$ cat src/rtl/pswl_pkg.sv
package pswl_pkg;
  // Radix of each position digit; two digits give RADIX*RADIX positions.
  localparam int unsigned PSWL_RADIX = 5;
  localparam int unsigned PSWL_DW    = $clog2(PSWL_RADIX);

  typedef logic [PSWL_DW-1:0] pswl_digit_t;
endpackage

$ cat src/rtl/pswl_digit.sv
module pswl_digit #(
  parameter int unsigned RADIX = 5,
  localparam int unsigned DW = $clog2(RADIX)
) (
  input  logic          clk,
  input  logic          rst,
  input  logic          step,
  output logic [DW-1:0] value,
  output logic          carry
);
  localparam logic [DW-1:0] TOP = DW'(RADIX - 1);

  assign carry = step && (value == TOP);

  always_ff @(posedge clk) begin
    if (rst)
      value <= '0;
    else if (step)
      value <= (value == TOP) ? '0 : value + 1'b1;
  end

  // digit never leaves its range
  assert_digit_range_R2: assert property (@(posedge clk) disable iff (rst)
    value <= TOP);

  // ordinary step
  assert_digit_step_R2: assert property (@(posedge clk) disable iff (rst)
    (step && value != TOP) |=> value == $past(value) + 1'b1);

  // wrap from top to zero
  assert_digit_wrap_R2: assert property (@(posedge clk) disable iff (rst)
    (step && value == TOP) |=> value == '0);

  // holds without a step
  assert_digit_hold_R3: assert property (@(posedge clk) disable iff (rst)
    !step |=> $stable(value));
endmodule

$ cat src/rtl/pswl_decode.sv
module pswl_decode #(
  parameter int unsigned RADIX   = 5,
  parameter int unsigned KEEP_HI = 4,
  parameter int unsigned KEEP_LO = 3,
  localparam int unsigned DW = $clog2(RADIX)
) (
  input  logic [DW-1:0] hi,
  input  logic [DW-1:0] lo,
  output logic          pass
);
  localparam logic [DW-1:0] KHI = DW'(KEEP_HI);
  localparam logic [DW-1:0] KLO = DW'(KEEP_LO);

  logic odd_lo;
  logic rescue;

  always_comb begin
    odd_lo = lo[0];
    rescue = (hi == KHI) && (lo == KLO);
    pass   = !odd_lo || rescue;
  end
endmodule

$ cat src/rtl/pulse_swallow_16of25.sv
module pulse_swallow_16of25
  import pswl_pkg::*;
#(
  parameter int unsigned KEEP_HI = PSWL_RADIX - 1,
  parameter int unsigned KEEP_LO = PSWL_RADIX - 2
) (
  input  logic clk,
  input  logic rst,
  input  logic pulse_in,
  output logic pass_stb
);
  localparam int unsigned NDIG = 2;

  pswl_digit_t dig   [NDIG];
  logic        carry [NDIG];
  logic        step  [NDIG];
  logic        pass_now;

  assign step[0] = pulse_in;

  for (genvar g = 0; g < NDIG; g++) begin : g_digit
    if (g > 0) begin : g_chain
      assign step[g] = carry[g-1];
    end
    pswl_digit #(.RADIX(PSWL_RADIX)) u_digit (
      .clk   (clk),
      .rst   (rst),
      .step  (step[g]),
      .value (dig[g]),
      .carry (carry[g])
    );
  end

  pswl_decode #(
    .RADIX   (PSWL_RADIX),
    .KEEP_HI (KEEP_HI),
    .KEEP_LO (KEEP_LO)
  ) u_decode (
    .hi   (dig[NDIG-1]),
    .lo   (dig[0]),
    .pass (pass_now)
  );

  always_ff @(posedge clk) begin
    if (rst) pass_stb <= 1'b0;
    else     pass_stb <= pulse_in && pass_now;
  end

  // Checker state: whether the last pulse was dropped.
  logic last_dropped;
  always_ff @(posedge clk) begin
    if (rst)           last_dropped <= 1'b0;
    else if (pulse_in) last_dropped <= !pass_now;
  end

  // reset clears digits and strobe
  assert_reset_clears_R1: assert property (@(posedge clk)
    rst |=> (!pass_stb && dig[0] == '0 && dig[NDIG-1] == '0));

  // a strobe always follows a pulse
  assert_strobe_needs_pulse_R4: assert property (@(posedge clk) disable iff (rst)
    pass_stb |-> $past(pulse_in));

  // full cycle returns to position zero
  assert_cycle_wrap_R2: assert property (@(posedge clk) disable iff (rst)
    (pulse_in && dig[0] == pswl_digit_t'(PSWL_RADIX-1)
              && dig[NDIG-1] == pswl_digit_t'(PSWL_RADIX-1))
    |=> (dig[0] == '0 && dig[NDIG-1] == '0));

  // no two dropped pulses in a row
  assert_no_double_drop_R7: assert property (@(posedge clk) disable iff (rst)
    (pulse_in && last_dropped) |-> pass_now);
endmodule

$ cat config.mk
export PLATFORM = sky130hd
export DESIGN_NAME = pulse_swallow_16of25
export DESIGN_NICKNAME = d
export VERILOG_FILES = /design/src/rtl/pswl_pkg.sv /design/src/rtl/pswl_digit.sv /design/src/rtl/pswl_decode.sv /design/src/rtl/pulse_swallow_16of25.sv
export SDC_FILE = /design/constraint.sdc
export NUM_CORES = 1
export LEC_CHECK = 0
export BUFFER_PORTS_ARGS = -buffer_cell sky130_fd_sc_hd__clkbuf_2
export CAP_MARGIN = 5
export CORE_AREA = 3 3 40 42
export CTS_CLUSTER_DIAMETER = 100
export CTS_CLUSTER_SIZE = 40
export DETAILED_ROUTE_END_ITERATION = 8
export DIE_AREA = 0 0 43 45
export HOLD_SLACK_MARGIN = 0.15
export PLACE_DENSITY = 0.53
export SKIP_LAST_GASP = 1
export SYNTH_ARGS = -nofsm -noshare
export SYNTH_HDL_FRONTEND = slang
export SYNTH_HIERARCHICAL = 1
export SYNTH_SLANG_ARGS = --single-unit
$ cat constraint.sdc
create_clock -name clk -period 1.35 [get_ports clk]
set_input_delay 0.0675 -clock clk [delete_from_list [all_inputs] [get_ports clk]]
set_output_delay 0.0675 -clock clk [all_outputs]
set_load 0.02 [all_outputs]
After elaboration in Yosys (flattened, before gate mapping)
Cells that the tools add are included.

cells by class
  reduce and logical (&&, ||, !) cells = 5
  muxes and demuxes = 2
  add/sub/neg operators = 2
  eq/ne operators = 3

operators with widths
  kind                                                 count
  adder 3 x 1 -> 3 bit, second input constant          2
  equality test 3 bit, second input constant           2
  2-to-1 mux 3 bit                                     2
  equality test 3 x 2 -> 1 bit, second input constant  1
  logical AND 1 bit                                    3
  logical NOT 1 bit                                    1
  logical OR 1 bit                                     1

storage, ports and cells
  input port bits = 3
  output and inout port bits = 1
  word-level logic and storage cells = 15
  register bits = 7

Logic depth before layout (Yosys ltp)
Gate-level depths: netlist of run 1.

  depth after elaboration = 4
  depth in mapped cells = 5
  depth with buffers taken out = 5

Cells and area by module
The synthesis of run 1 kept the hierarchy.

by module, submodules not included
  module                instances  area an instance (um^2)  cells each  seq. area each (um^2)
  pswl_digit            2          161.4                    18          60.1
  pulse_swallow_16of25  1          28.8                     2           20.0
  pswl_decode           1          16.3                     2           0.0

Worst setup path after synthesis of run 1
Ideal clock, no wire load.

  path kind = reg2reg
  from = reg g_digit[0].u_digit.value[0]
  to = reg g_digit[1].u_digit.value[0]
  stages on the path, launching flop included = 6
  clock period less this slack = 1.167 ns
  required time = 1.280 ns
  setup slack = 0.183 ns
  library setup time = 0.070 ns
  buffers on the path = 0
  data arrival time = 1.097 ns
  cells stage by stage = dfxtp_1 inv_1 ha_1 and3_2 nand2b_1 a21oi_1

RTL lines
  what                    RTL line          RTL
  start, declared         pswl_digit.sv:8   output logic [DW-1:0] value,
  start signal, assigned  pswl_digit.sv:19  value <= (value == TOP) ? '0 : value + 1'b1;
  end signal, assigned    pswl_digit.sv:19
  end, declared           pswl_digit.sv:8

==> results of run 1 <==
==> worst register-to-register path, cell delays in order (launching register included) <==
cell	delay [ps]
dfxtp_1	370
inv_1	60
ha_1	200
and3_2	250
a21oi_1	170
nor3_2	60
==> what timing repair did <==
item                                    CTS  global route
hold buffers                              2             0
endpoints found under the setup margin    0             0
endpoints found under the hold margin     6             0
==> area by class of cell <==
cell class	count	area (µm²)	area share, %
Multi-Input combinational cell	28	205.2	45.81
Sequential cell	7	140.1	31.28
Timing Repair Buffer	6	42.54	9.497
Clock buffer	4	26.28	5.866
Tap cell	15	18.77	4.190
Inverter	4	15.01	3.352
==> placed cells by master, fill, tap and decap left out, drive strengths merged <==
master,n
buf,1
nand3,4
nand2b,4
o211a,2
a21oi,6
ha,4
o21ai,1
inv,4
dfxtp,7
nand2,2
nand4bb,1
clkbuf,7
dlygate4sd3,2
and3b,1
and3,1
nor3,2
==> power by group <==
| part | internal (mW) | leakage [nW] | switching (mW) |
|---|---|---|---|
| clock network | 0.113 | 0.0150 | 0.0768 |
| logic | 0.0203 | 0.120 | 0.0223 |
| registers | 0.214 | 0.0570 | 0.00383 |
==> metal layers <==
metal / vias up / share of wire (%) / global-route usage (%)
li1: 156 / - / -
met4: 0 / 0.32 / 1.807
met1: 124 / 52 / 10.00
met2: 6 / 41 / 11.08
met5: - / 0 / 0
met3: 2 / 5.9 / 5.976
==> how the worst max path moves through the flow <==
stage	from	to	slack [ps]	depth (start not counted)
2_1_floorplan	g_digit[0].u_digit/value[0]	g_digit[1].u_digit/value[0]	190	5
3_3_place_gp	g_digit[0].u_digit/value[1]	g_digit[1].u_digit/value[2]	150	5
3_5_place_dp	g_digit[0].u_digit/value[1]	g_digit[1].u_digit/value[2]	120	5
4_1_cts	g_digit[0].u_digit/value[1]	g_digit[1].u_digit/value[2]	120	5
5_1_grt	g_digit[0].u_digit/value[1]	g_digit[1].u_digit/value[2]	30	5
6_report	g_digit[0].u_digit/value[1]	g_digit[1].u_digit/value[2]	130	5
==> stage by stage <==
| step | area, µm² | setup slack [ps] | utilization, % | hold slack (ps) | instances |
|---|---|---|---|---|---|
| after floorplan | 360.3 | 188.6 | - | 136.6 | 39 |
| after global placement | 401.6 | 152.6 | 31.26 | 357.4 | 58 |
| after detailed placement | 401.6 | 124.2 | 31.26 | 366.1 | 58 |
| after CTS | 447.9 | 121.7 | 34.86 | 514.9 | 64 |
| after global routing | 447.9 | 33.60 | 34.86 | 548.0 | 64 |
| final | 447.9 | 127.7 | 34.86 | 509.7 | 64 |
==> sequential cells by signal, indices dropped and copies added (netlist names) <==
| signal | count |
|---|---|
| pass_stb | 1 |
| g_digit.u_digit/value | 6 |
==> metrics.log, run 1 <==
[metrics] Hold Crit Depth: 2
[metrics] first-pass GRT wire length: around 1100 µm
[metrics] number of buffer and inverter stages on the critical path: 1
[metrics] mean instance size in the synthesized netlist: ~9 µm²
[metrics] vias post-DR: 288
[metrics] # IOs: 4
[metrics] clock period minus worst slack: between 1000 and 1500 ps
[metrics] post-synthesis instance area: 360.3 µm²
[metrics] CTS clk-pin slew, worst paths: about 50 ps
[metrics] count of yosys warnings during synthesis: 6
[metrics] antenna diode count: 0
[metrics] number of standard cells after synthesis: 39
[metrics] net count of the finished layout: 57
[metrics] Max-Cap Viols: 0
[metrics] GRT overflow: 0
[metrics] CTS Sinks: 7
[metrics] clock skew: 1.652 ps
[metrics] Port-buffer cells: 3
[metrics] H-tree depth: 1
[metrics] total of cells resized after clock tree synthesis: 0
[metrics] horizontal extent of the die: 43 µm
[metrics] final worst-path cycle share: between 90% and 100%
[metrics] kind of start point of the critical path: flip-flop
[metrics] Avg WL per Cell: 9.797 µm
[metrics] hpwl dp: between 400 and 500 µm
[metrics] total of fill cells in the finished design: 133
[metrics] Slew HR: 88.75%
[metrics] Post-DRT Antenna Nets: 0
[metrics] root buffer cell: clkbuf_4
[metrics] Worst Path Arrival: about 1400 ps
[metrics] crit path kind: flip-flop to flip-flop
[metrics] initial antenna violation count: 0
[metrics] type of the worst min-delay path: flip-flop to flip-flop
[metrics] Crit Reg-Reg Endpoint: g_digit[1].u_digit/value[2]
[metrics] overall routed net length: about 630 µm
[metrics] overall routing resource usage: 8.027%
[metrics] detailed router's first-iteration violation count: 11
[metrics] final count of hold timing violations: 0
[metrics] Hold Crit Endpoint: g_digit[1].u_digit/value[1]
[metrics] clock buffer depth: 2
[metrics] routability congestion estimate from global placement: a little under 0.7
[metrics] Lkg Pwr: between 0.15 and 0.2 nW
[metrics] final routed DRC violation total: 0
[metrics] TritonCTS clock tree: yes
[metrics] startpoint of the most critical register-to-register path: g_digit[0].u_digit/value[1]
[metrics] origin of the worst min-delay path: g_digit[1].u_digit/value[1]
[metrics] Die Footprint: around 1900 µm²
[metrics] worst r2r path cells: 5
[metrics] Syn Nets: 46
[metrics] slowest cell on the critical path: dfxtp_1
[metrics] total power of the final layout: 449.6 µW
[metrics] worst slew pin tran: roughly 170 ps
[metrics] internal reg-to-reg setup slack: 130 ps
[metrics] Cell Chain, Critical Path: inv_1, ha_1, and3_2, a21oi_1, nor3_2
[metrics] maximum fanout encountered on the critical timing path: 6
[metrics] number of rows created at floorplan: 13
[metrics] Worst setup EP type: flip-flop
[metrics] proportion of layout cells with a drive suffix above 1: 20.41%
[metrics] detailed-route vias per instance: roughly 4.5
[metrics] Die Ht: ~45 µm
[metrics] initial core utilization: 28.04%
[metrics] number of pins with negative max-slew slack in the final report: 0
[metrics] clock buffers created by TritonCTS: 3
[metrics] setup-violating endpoint count in the final report: 0
[metrics] fmax: approximately 800 MHz
[metrics] placeable core region: ~1300 µm²
[metrics] Peak supply drop: 514.1 µV
[metrics] largest delay contributor family on the critical path: flip-flops
[metrics] unrepaired setup endpoints after global routing: false
[metrics] pin count of the biggest net entering global routing: 9
[metrics] latest clock arrival within the worst-skew pair: around 250 ps
[metrics] WP data required: between 1000 and 1500 ps
[metrics] Setup Fix Bufs, Post-CTS: 0
[metrics] layout overhead on the synthesized area: 24.31%
[metrics] status: complete, no violations
[metrics] biggest cell delay along the critical path: between 300 and 400 ps
[metrics] first-pass detailed-route iteration total: 4
[metrics] via count of the first global-routing pass: ~270
[metrics] Fin Setup TNS: 0 ps
[metrics] Power Dens Cells: about 1000 nW/µm²
(Power assumes the default switching activity.)
==> inputs of run 2 (changes only) <==
--- a/config.mk
+++ b/config.mk
@@ -5,6 +5,7 @@
 export SDC_FILE = /design/constraint.sdc
 export NUM_CORES = 1
 export LEC_CHECK = 0
+export ABC_AREA = 1
 export BUFFER_PORTS_ARGS = -buffer_cell sky130_fd_sc_hd__clkbuf_2
 export CAP_MARGIN = 5
 export CORE_AREA = 3 3 40 42
@@ -13,6 +14,7 @@
 export DETAILED_ROUTE_END_ITERATION = 8
 export DIE_AREA = 0 0 43 45
 export HOLD_SLACK_MARGIN = 0.15
+export MAX_ROUTING_LAYER = met4
 export PLACE_DENSITY = 0.53
 export SKIP_LAST_GASP = 1
 export SYNTH_ARGS = -nofsm -noshare
==> metrics.log, run 2 <==
[metrics] status: complete, no violations (unchanged)
[metrics] GRT overflow: 0 (unchanged)
[metrics] Syn Nets: 61 (was 46)
[metrics] Crit Reg-Reg Endpoint: pass_stb (was g_digit[1].u_digit/value[2])
[metrics] Hold Crit Depth: 2 (unchanged)
[metrics] final worst-path cycle share: 94.72% (was 90.54%)
[metrics] Port-buffer cells: 3 (unchanged)
[metrics] Post-DRT Antenna Nets: 0 (unchanged)
[metrics] antenna diode count: 0 (unchanged)
[metrics] vias post-DR: 343 (was 288)
[metrics] Worst setup EP type: flip-flop (unchanged)
[metrics] first-pass detailed-route iteration total: 5 (was 4)
[metrics] post-route cell area: 480.5 µm² (was 447.9 µm²)
[metrics] overall routing resource usage: 7.997% (was 8.027%)
[metrics] Die Ht: 45 µm (unchanged)
[metrics] Power Dens Cells: 959.3 nW/µm² (was 1004 nW/µm²)
[metrics] initial antenna violation count: 0 (unchanged)
[metrics] final routed DRC violation total: 0 (unchanged)
[metrics] register ranked first by flip-flop count: g_digit.u_digit/value (unchanged)
[metrics] busiest layer in global routing: met2 (unchanged)
[metrics] clock buffers created by TritonCTS: 3 (unchanged)
[metrics] crit path kind: flip-flop to flip-flop (unchanged)
[metrics] number of cells in the design after placement: 72 (was 58)
[metrics] CP dominant cell by count: nand2_1
[metrics] flip-flop count of the largest register after layout: 6 (unchanged)
[metrics] overall routed net length: 697 µm (was 627 µm)
[metrics] Max-Cap Viols: 0 (unchanged)
[metrics] proportion of layout cells with a drive suffix above 1: 23.08% (was 20.41%)
[metrics] routability congestion estimate from global placement: 0.6881 (was 0.6840)
[metrics] internal reg-to-reg setup slack: 70 ps (was 130 ps)
[metrics] origin of the worst min-delay path: g_digit[1].u_digit/value[2] (was g_digit[1].u_digit/value[1])
[metrics] worst slew pin tran: 147.2 ps (was 168.7 ps)
[metrics] final count of hold timing violations: 0 (unchanged)
[metrics] final worst slack: 71.34 ps (was 127.7 ps)
[metrics] slowest cell on the critical path: dlygate4sd3_1 (was dfxtp_1)
[metrics] pin count of the biggest net entering global routing: 7 (was 9)
[metrics] clock period minus worst slack: 1279 ps (was 1222 ps)
[metrics] TritonCTS clock tree: yes (unchanged)
[metrics] CTS clk-pin slew, worst paths: 50 ps (about the same)
[metrics] number of standard cells after synthesis: 54 (was 39)
[metrics] Slew HR: 90.18% (was 88.75%)
[metrics] filler-free cell count of the finished design: 80 (was 64)
[metrics] commonest cells after routing, fill and taps aside: nand2_1, inv_1, nand3_1, a21oi_1, ha_1 (was dfxtp_1, a21oi_1)
[metrics] kind of start point of the critical path: flip-flop (unchanged)
[metrics] horizontal extent of the die: 43 µm (unchanged)
[metrics] H-tree depth: 1 (unchanged)
[metrics] number of pins with negative max-slew slack in the final report: 0 (unchanged)
[metrics] Cell Chain, Critical Path: nand2_1, inv_1, nand3_1, nand2_1, nand2_1, nor2_2, dlygate4sd3_1 (was inv_1, ha_1, and3_2, a21oi_1, nor3_2)
[metrics] met1 global-route usage: 6.553% (was 10.00%)
[metrics] setup slack after placement: 184.5 ps (was 124.2 ps)
[metrics] Die Footprint: 1935 µm² (unchanged)
[metrics] latest clock arrival within the worst-skew pair: 250 ps (about the same)
[metrics] Worst Path Arrival: 1480 ps (was 1360 ps)
[metrics] Fin Setup TNS: 0 ps (unchanged)
[metrics] unrepaired setup endpoints after global routing: false (unchanged)
[metrics] number of rows created at floorplan: 13 (unchanged)
[metrics] clock buffer depth: 2 (unchanged)
[metrics] Lkg Pwr: 0.2328 nW (was 0.1920 nW)
[metrics] initial core utilization: 28.63% (was 28.04%)
[metrics] post-synthesis instance area: 367.9 µm² (was 360.3 µm²)
[metrics] type of the worst min-delay path: flip-flop to flip-flop (unchanged)
[metrics] via count of the first global-routing pass: 260 (was 266)
[metrics] detailed-route vias per instance: 4.288 (was 4.500)
[metrics] clock skew: 1.090 ps (was 1.652 ps)
[metrics] fraction of met2 tracks used by global routing: 12.57% (was 11.08%)
[metrics] maximum fanout encountered on the critical timing path: 3 (was 6)
[metrics] worst r2r path cells: 7 (was 5)
[metrics] most frequent standard cell in the layout excluding fill and tap cells: nand2_1 (was dfxtp_1)
[metrics] setup-violating endpoint count in the final report: 0 (unchanged)
[metrics] Placement Cell Area: 401.6 µm² (unchanged)
[metrics] Avg WL per Cell: 8.713 µm (was 9.797 µm)
[metrics] layout overhead on the synthesized area: 30.61% (was 24.31%)
[metrics] largest delay contributor family on the critical path: buffers and inverters (was flip-flops)
[metrics] biggest regs: g_digit.u_digit/value: 6 flops, pass_stb: 1 flops (unchanged)
[metrics] WP data required: 1550 ps (was 1490 ps)
[metrics] net count of the finished layout: 73 (was 57)
[metrics] Peak supply drop: 433.1 µV (was 514.1 µV)
[metrics] root buffer cell: clkbuf_4 (unchanged)
[metrics] CTS Sinks: 7 (unchanged)
[metrics] placeable core region: 1285 µm² (unchanged)
[metrics] met3 Track Usage GR: 5.976% (unchanged)
[metrics] total of fill cells in the finished design: 144 (was 133)
[metrics] count of yosys warnings during synthesis: 6 (unchanged)
[metrics] first-pass GRT wire length: 993 µm (was 1083 µm)
[metrics] fmax: 782.1 MHz (was 818.1 MHz)
[metrics] mean instance size in the synthesized netlist: 6.812 µm² (was 9.240 µm²)
[metrics] startpoint of the most critical register-to-register path: g_digit[0].u_digit/value[1] (unchanged)
[metrics] detailed router's first-iteration violation count: 4 (was 11)
[metrics] hpwl dp: 484.9 µm (was 451.3 µm)
[metrics] Hold Crit Endpoint: g_digit[1].u_digit/value[2] (was g_digit[1].u_digit/value[1])
[metrics] biggest cell delay along the critical path: 530 ps (was 370 ps)
[metrics] number of buffer and inverter stages on the critical path: 2 (was 1)
[metrics] # IOs: 4 (unchanged)
==> run 2: per-stage QoR <==
stage	power, mW	hold WS, ps	util [%]
after floorplan	0.2509	134.4	-
after global placement	0.2644	268.0	31.26
after detailed placement	0.2642	268.9	31.26
after CTS	0.4707	497.6	35.64
after global routing	0.4881	508.3	37.39
final	0.4609	483.1	37.39
==> run 2: timing repair <==
| action | in CTS | in global routing |
|---|---|---|
| setup endpoints to repair | 0 | 1 |
| setup buffers | 0 | 1 |
| endpoints found under the hold margin | 3 | 0 |
| gates resized for setup | 0 | 7 |
| hold buffers | 3 | 0 |
==> run 2: per-layer routing <==
metal	wire length, µm	vias to the layer above	part of all wire [%]
li1	-	185	-
met1	309	150	44
met2	339	6	49
met3	34	2	4.9
met4	13	0	1.9
met5	0	-	0
==> run 2: worst max path at each step <==
| stage | to | cells after the start | startpoint | slack (ps) |
|---|---|---|---|---|
| after floorplan | g_digit[1].u_digit/value[1] | 8 | g_digit[0].u_digit/value[0] | 280 |
| final | pass_stb | 7 | g_digit[0].u_digit/value[1] | 70 |
| after detailed placement | g_digit[1].u_digit/value[2] | 7 | g_digit[0].u_digit/value[0] | 180 |
| after global routing | pass_stb | 7 | g_digit[0].u_digit/value[1] | 2 |
| after CTS | pass_stb | 7 | g_digit[1].u_digit/value[2] | 20 |
| after global placement | g_digit[1].u_digit/value[2] | 7 | g_digit[0].u_digit/value[0] | 210 |
==> run 2: power breakdown <==
part	internal, mW	leakage, nW	switching [mW]	total [mW]
sequential	0.213	0.0595	0.00602	0.219
clock	0.113	0.0150	0.0818	0.195
combinational	0.0216	0.158	0.0253	0.0469
==> run 2: layout make-up <==
cell class              instances  area, µm²  area share (%)
flip-flops and latches          7      147.6           30.73
inverters                      13      48.80           10.16
clock buffers                   4      26.28           5.469
well taps                      15      18.77           3.906
repair buffers                  7      52.55           10.94
multi-input cells              34      186.4           38.80
==> run 2: tightest hold or removal path, stage by stage (launching register included) <==
cell and delay (ps):
dfxtp_2 330, nand2_1 60, a21oi_1 50
